--- config.mk ---
export PLATFORM = sky130hd
export DESIGN_NAME = vtiming_gen
export DESIGN_NICKNAME = d
export VERILOG_FILES = /design/src/rtl/vtg_pkg.sv /design/src/rtl/vtg_regs.sv /design/src/rtl/vtg_counter.sv /design/src/rtl/vtg_edge.sv /design/src/rtl/vtiming_gen.sv
export SDC_FILE = /design/constraint.sdc
export NUM_CORES = 1
export LEC_CHECK = 0
export BUFFER_PORTS_ARGS = -buffer_cell sky130_fd_sc_hd__buf_2
export CAP_MARGIN = 5
export CORE_UTILIZATION = 52
export CTS_BUF_LIST = sky130_fd_sc_hd__clkbuf_8
export DETAILED_ROUTE_END_ITERATION = 10
export PLACE_DENSITY_LB_ADDON = 0.08
export SYNTH_ARGS = -nofsm -noshare
export SYNTH_HDL_FRONTEND = slang
export SYNTH_HIERARCHICAL = 1
export SYNTH_SLANG_ARGS = --single-unit
--- constraint.sdc ---
create_clock -name clk -period 5.3 [get_ports clk]
set_clock_uncertainty 0.2 [all_clocks]
set_input_delay 0.265 -clock clk [delete_from_list [all_inputs] [get_ports clk]]
set_output_delay 0.265 -clock clk [all_outputs]
set_load 0.1 [all_outputs]
--- src/rtl/vtg_pkg.sv ---
package vtg_pkg;
  parameter int LW = 11;

  typedef struct packed {
    logic [LW-1:0] total;
    logic [LW-1:0] active;
    logic [LW-1:0] bst;
    logic [LW-1:0] bend;
    logic [LW-1:0] sst;
    logic [LW-1:0] send;
    logic          ilace;
  } vcfg_t;
endpackage

--- src/rtl/vtg_regs.sv ---
module vtg_regs
  import vtg_pkg::*;
#(
  parameter int DW     = 32,
  parameter int AW     = 2,
  parameter int HI_LSB = 16
) (
  input  logic          clk,
  input  logic          rst,
  input  logic          wr_en,
  input  logic [AW-1:0] wr_addr,
  input  logic [DW-1:0] wr_data,
  input  logic          ilace_in,
  input  logic          load,
  output vcfg_t         act,
  output logic          cfg_err
);
  localparam int HI_MSB = HI_LSB + LW - 1;

  vcfg_t stg;
  logic [LW-1:0] hi_f, lo_f;
  logic unused_rsvd;

  assign hi_f = wr_data[HI_MSB:HI_LSB];
  assign lo_f = wr_data[LW-1:0];
  assign unused_rsvd = ^{wr_data[DW-1:HI_MSB+1], wr_data[HI_LSB-1:LW]};

  always_ff @(posedge clk) begin
    if (rst) begin
      stg <= '0;
    end else begin
      stg.ilace <= ilace_in;
      if (wr_en) begin
        case (wr_addr)
          AW'(0): begin stg.total <= hi_f; stg.active <= lo_f; end
          AW'(1): begin stg.bend  <= hi_f; stg.bst    <= lo_f; end
          AW'(2): begin stg.send  <= hi_f; stg.sst    <= lo_f; end
          default: ;
        endcase
      end
    end
  end

  always_ff @(posedge clk) begin
    if (rst) begin
      act     <= '0;
      cfg_err <= 1'b0;
    end else if (load) begin
      act     <= stg;
      cfg_err <= stg.ilace &&
                 ((stg.bend != stg.total) || (stg.bst != (stg.active + LW'(1))));
    end
  end

  // active timing only changes on the wrap step
  a_r7_hold_until_wrap: assert property (@(posedge clk) disable iff (rst)
    !load |=> $stable(act));
  a_r8_err_hold: assert property (@(posedge clk) disable iff (rst)
    !load |=> $stable(cfg_err));
endmodule

--- src/rtl/vtg_counter.sv ---
module vtg_counter
  import vtg_pkg::*;
(
  input  logic          clk,
  input  logic          rst,
  input  logic          line_stb,
  input  logic          mid_stb,
  input  logic          ilace,
  input  logic [LW-1:0] total,
  output logic [LW-1:0] cnt,
  output logic          field,
  output logic          adv,
  output logic          wrap
);
  assign adv  = line_stb | (ilace & mid_stb);
  assign wrap = adv && (cnt == total);

  always_ff @(posedge clk) begin
    if (rst) begin
      cnt   <= '0;
      field <= 1'b0;
    end else if (adv) begin
      if (wrap) begin
        cnt <= '0;
        if (ilace) field <= ~field;
      end else begin
        cnt <= cnt + LW'(1);
      end
    end
  end

  a_r2_wrap_to_zero: assert property (@(posedge clk) disable iff (rst)
    wrap |=> (cnt == '0));
  a_r2_step_one: assert property (@(posedge clk) disable iff (rst)
    (adv && !wrap) |=> (cnt == $past(cnt) + LW'(1)));
  a_r5_field_only_on_wrap: assert property (@(posedge clk) disable iff (rst)
    !wrap |=> $stable(field));
  a_r5_idle_hold: assert property (@(posedge clk) disable iff (rst)
    !adv |=> $stable(cnt));
endmodule

--- src/rtl/vtg_edge.sv ---
module vtg_edge
  import vtg_pkg::*;
(
  input  logic          clk,
  input  logic          rst,
  input  logic          adv,
  input  logic [LW-1:0] cnt,
  input  logic [LW-1:0] start,
  input  logic [LW-1:0] stop,
  output logic          q
);
  always_ff @(posedge clk) begin
    if (rst)                        q <= 1'b0;
    else if (adv && cnt == stop)    q <= 1'b0;
    else if (adv && cnt == start)   q <= 1'b1;
  end

  // level changes only on a counter step
  a_r3_edge_on_step: assert property (@(posedge clk) disable iff (rst)
    !adv |=> $stable(q));
  a_r4_rise_at_start: assert property (@(posedge clk) disable iff (rst)
    $rose(q) |-> ($past(cnt) == $past(start)));
endmodule

--- src/rtl/vtiming_gen.sv ---
module vtiming_gen
  import vtg_pkg::*;
#(
  parameter int DW = 32,
  parameter int AW = 2
) (
  input  logic          clk,
  input  logic          rst,
  input  logic          line_stb,
  input  logic          mid_stb,
  input  logic          ilace_mode,
  input  logic          wr_en,
  input  logic [AW-1:0] wr_addr,
  input  logic [DW-1:0] wr_data,
  output logic          vblank,
  output logic          vsync,
  output logic [LW-1:0] line_cnt,
  output logic          field,
  output logic          cfg_err
);
  vcfg_t act;
  logic  adv, wrap;

  vtg_regs #(.DW(DW), .AW(AW)) regs_i (
    .clk(clk), .rst(rst), .wr_en(wr_en), .wr_addr(wr_addr), .wr_data(wr_data),
    .ilace_in(ilace_mode), .load(wrap), .act(act), .cfg_err(cfg_err)
  );

  vtg_counter cnt_i (
    .clk(clk), .rst(rst), .line_stb(line_stb), .mid_stb(mid_stb),
    .ilace(act.ilace), .total(act.total), .cnt(line_cnt), .field(field),
    .adv(adv), .wrap(wrap)
  );

  vtg_edge blank_i (
    .clk(clk), .rst(rst), .adv(adv), .cnt(line_cnt),
    .start(act.bst), .stop(act.bend), .q(vblank)
  );

  vtg_edge sync_i (
    .clk(clk), .rst(rst), .adv(adv), .cnt(line_cnt),
    .start(act.sst), .stop(act.send), .q(vsync)
  );

  a_r5_prog_ignores_mid: assert property (@(posedge clk) disable iff (rst)
    (!act.ilace && mid_stb && !line_stb) |=> $stable(line_cnt));
endmodule

==> impl_metrics.sql <==
INSERT INTO impl_metrics (metric_group, metric, value, unit) VALUES
('status', 'status', 'complete, no violations', ''),
('floorplanning', 'fp.dieH', '110', 'microns'),
('floorplanning', 'initial_core_util', '53.2', '%'),
('sta', 'rsz_0062_raised_after_global_routing', 'no', ''),
('floorplanning', 'placementRows', '39', ''),
('worst_setup_path', 'critical-path-top-delay-family', 'simple AND/OR/NAND/NOR gates', ''),
('place', 'post-place-cells', '844', ''),
('finish', 'insertedDiodeCount', '0', ''),
('power_and_ir_drop', 'intPower', '1.59', 'mW'),
('synth', 'post_syn_area_per_cell', '8.77', 'sq um'),
('power_and_ir_drop', 'fin_total_pwr', '2.19', 'mW'),
('sta', 'setup_tns', '0', 'ps'),
('clocking', 'clk_pin_slew_worst_paths', '70', 'ps'),
('detailed_routing', 'dr.first_iter.drc_count', '347', ''),
('global_routing', 'overflow_left_after_global_routing', '0', ''),
('power_and_ir_drop', 'total_switching_power', '0.598', 'mW'),
('place', 'gp_congestion', '0.809', ''),
('detailed_routing', 'viasPerCell', '5.38', ''),
('sta', 'hold_viol_final', '0', ''),
('clocking', 'cts_max_level', '4', ''),
('clocking', 'cts-hold-fix-buffers', '25', ''),
('worst_setup_path', 'timing.critical_path.from_type', 'flop', ''),
('clocking', 'clk_latency_worst_skew_pair', '440', 'ps'),
('worst_hold_path', 'hold_path.class', 'in -> reg', ''),
('detailed_routing', 'via_count', '4848', ''),
('global_routing', 'grt_usage', '26.9', '%'),
('floorplanning', 'placeableCoreArea', '11400', 'sq um'),
('worst_setup_path', 'timing.critical_path.required', '5470', 'ps'),
('worst_setup_path', 'cp-end-kind', 'flop', ''),
('synth', 'synth.yosys.warnings', '6', ''),
('detailed_routing', 'postRouteWirelength', '15100', 'microns'),
('power_and_ir_drop', 'power_frac_comb', '13.7', '%'),
('floorplanning', 'die_w', '110', 'microns'),
('detailed_routing', 'route.antenna.remaining_nets', '0', ''),
('flow_run', 'max-cap-violations', '0', ''),
('sta', 'period_needed', '2700', 'ps'),
('place', 'dp.final_hpwl', '9900', 'microns'),
('floorplanning', 'floorplan.die_area', '12100', 'sq um'),
('sta', 'least_setup_slack_across_all_paths_after_layout', '2600', 'ps'),
('detailed_routing', 'drt-pass1-iter-count', '4', ''),
('floorplanning', 'top_level_ports', '55', ''),
('power_and_ir_drop', 'proportion_of_total_power_due_to_net_switching', '27.3', '%'),
('sta', 'fin_crit_sh', '51.0', '%'),
('worst_setup_path', 'crit_fanout', '28', ''),
('worst_setup_path', 'slowest_stage', 'sky130_fd_sc_hd__dfxtp_1', ''),
('clocking', 'cts_setup_buffers', '0', ''),
('power_and_ir_drop', 'power.sequential.fraction', '50.1', '%'),
('clocking', 'cts_buffers', '17', ''),
('synth', 'mappedNetlistArea', '6050', 'sq um'),
('place', 'dpl_worst_slack', '2620', 'ps'),
('global_routing', 'grt_antenna_before_repair', '0', ''),
('finish', 'areaGrowthSynthToFinish', '15.1', '%'),
('clocking', 'cts_tree', 'built', ''),
('power_and_ir_drop', 'share_clk_of_total_power', '36.2', '%'),
('global_routing', 'most_used_routing_layer_in_global_routing', 'met2', ''),
('global_routing', 'number_of_global_route_vias_before_repair', '4518', ''),
('global_routing', 'global_route_wire_length_before_repair', '23700', 'microns'),
('worst_setup_path', 'critical-path-max-stage-delay', '690', 'ps'),
('sta', 'timing.hold.ws', '105', 'ps'),
('place', 'post_dp_cell_area', '6340', 'sq um'),
('global_routing', 'use_met3', '6.11', '%'),
('clocking', 'cts-resized-gates', '0', ''),
('sta', 'timing.slew.headroom', '24.8', '%'),
('sta', 'final-max-slew-violation-count', '0', ''),
('clocking', 'cts.path.max_buffers', '2', ''),
('sta', 'highest_attainable_clock_frequency', '370', 'MHz'),
('worst_setup_path', 'cp_data_arrival_time', '2870', 'ps'),
('power_and_ir_drop', 'power.density', '315', 'nW/um^2'),
('global_routing', 'grt.met2_usage', '44.2', '%'),
('power_and_ir_drop', 'max-vdd-ir-drop', '0.000212', 'V'),
('clocking', 'ctsRootBufferMaster', 'sky130_fd_sc_hd__clkbuf_8', '');
-- state kept, by name, indices dropped and copies added, names as in the netlist --
register,flops
cnt_i/field,1
regs_i/act,56
regs_i/cfg_err,1
blank_i/q,1
regs_i/stg,67
sync_i/q,1
cnt_i/cnt,11
-- power by group through the flow --
stage | clock network (mW) | logic, mW | registers, mW
final | 0.793 | 0.299 | 1.10
after global routing | 0.859 | 0.323 | 1.10
after CTS | 0.822 | 0.298 | 1.10
after detailed placement | 0 | 0.282 | 1.12
after global placement | 0 | 0.280 | 1.12
after floorplan | 0 | 0.186 | 1.15
-- layer usage --
metal / part of all wire [%] / vias to the layer above
li1: - / 2429
met1: 45 / 2299
met5: 0 / -
met2: 49 / 108
met3: 4.6 / 12
met4: 1.6 / 0
-- layout by cell type, fill, tap and decap left out, types with 2 or more instances in the layout --
cell,count
sky130_fd_sc_hd__a21oi_1,70
sky130_fd_sc_hd__a21oi_2,2
sky130_fd_sc_hd__a31oi_1,4
sky130_fd_sc_hd__and3b_1,2
sky130_fd_sc_hd__and4_1,4
sky130_fd_sc_hd__buf_2,43
sky130_fd_sc_hd__buf_4,4
sky130_fd_sc_hd__clkbuf_8,21
sky130_fd_sc_hd__clkinv_2,4
sky130_fd_sc_hd__clkinvlp_4,2
sky130_fd_sc_hd__dfxtp_1,138
sky130_fd_sc_hd__dlygate4sd3_1,25
sky130_fd_sc_hd__ha_1,2
sky130_fd_sc_hd__inv_1,9
sky130_fd_sc_hd__mux2i_1,55
sky130_fd_sc_hd__nand2_1,139
sky130_fd_sc_hd__nand3_1,7
sky130_fd_sc_hd__nand3b_1,2
sky130_fd_sc_hd__nand4_1,18
sky130_fd_sc_hd__nor2_1,69
sky130_fd_sc_hd__nor2b_1,4
sky130_fd_sc_hd__nor3_1,9
sky130_fd_sc_hd__nor3_2,2
sky130_fd_sc_hd__nor4_1,4
sky130_fd_sc_hd__nor4_2,4
sky130_fd_sc_hd__o21ai_0,3
sky130_fd_sc_hd__o311ai_0,2
sky130_fd_sc_hd__or3_1,3
sky130_fd_sc_hd__or4_4,2
sky130_fd_sc_hd__xnor2_1,57
sky130_fd_sc_hd__xor2_1,29
-- worst register-to-register path, stage by stage (launching register included) --
cell                      delay (ps)
sky130_fd_sc_hd__dfxtp_1         690
sky130_fd_sc_hd__xnor2_1         230
sky130_fd_sc_hd__nand4_1         270
sky130_fd_sc_hd__nor3_2          270
sky130_fd_sc_hd__buf_4           470
sky130_fd_sc_hd__and2_1          250
sky130_fd_sc_hd__o41ai_1         110
sky130_fd_sc_hd__a21oi_1         150
-- final timing paths --
kind / from / to / slack, ps / depth (start not counted)
max: cnt_i/cnt[9]$_SDFFE_PP0N_ / regs_i/cfg_err$_SDFFE_PP0P_ / 2600 / 7
min: wr_addr[1] / regs_i/stg[66]$_SDFFE_PP0P_ / 110 / 4
max reg2reg: cnt_i/cnt[9]$_SDFFE_PP0N_ / regs_i/cfg_err$_SDFFE_PP0P_ / 2600 / 7
min reg2reg: regs_i/stg[3]$_SDFFE_PP0P_ / regs_i/stg[3]$_SDFFE_PP0P_ / 260 / 2
-- area by class of cell --
class | instances | area, sq um | area share [%]
repair buffers | 72 | 495 | 7.11
inverters | 6 | 25.0 | 0.359
clock buffers | 21 | 289 | 4.15
well taps | 143 | 179 | 2.57
flip-flops and latches | 138 | 2760 | 39.7
multi-input cells | 510 | 3130 | 45.0
clock inverters | 11 | 80.1 | 1.15
Power figures use the tool's default switching activity.
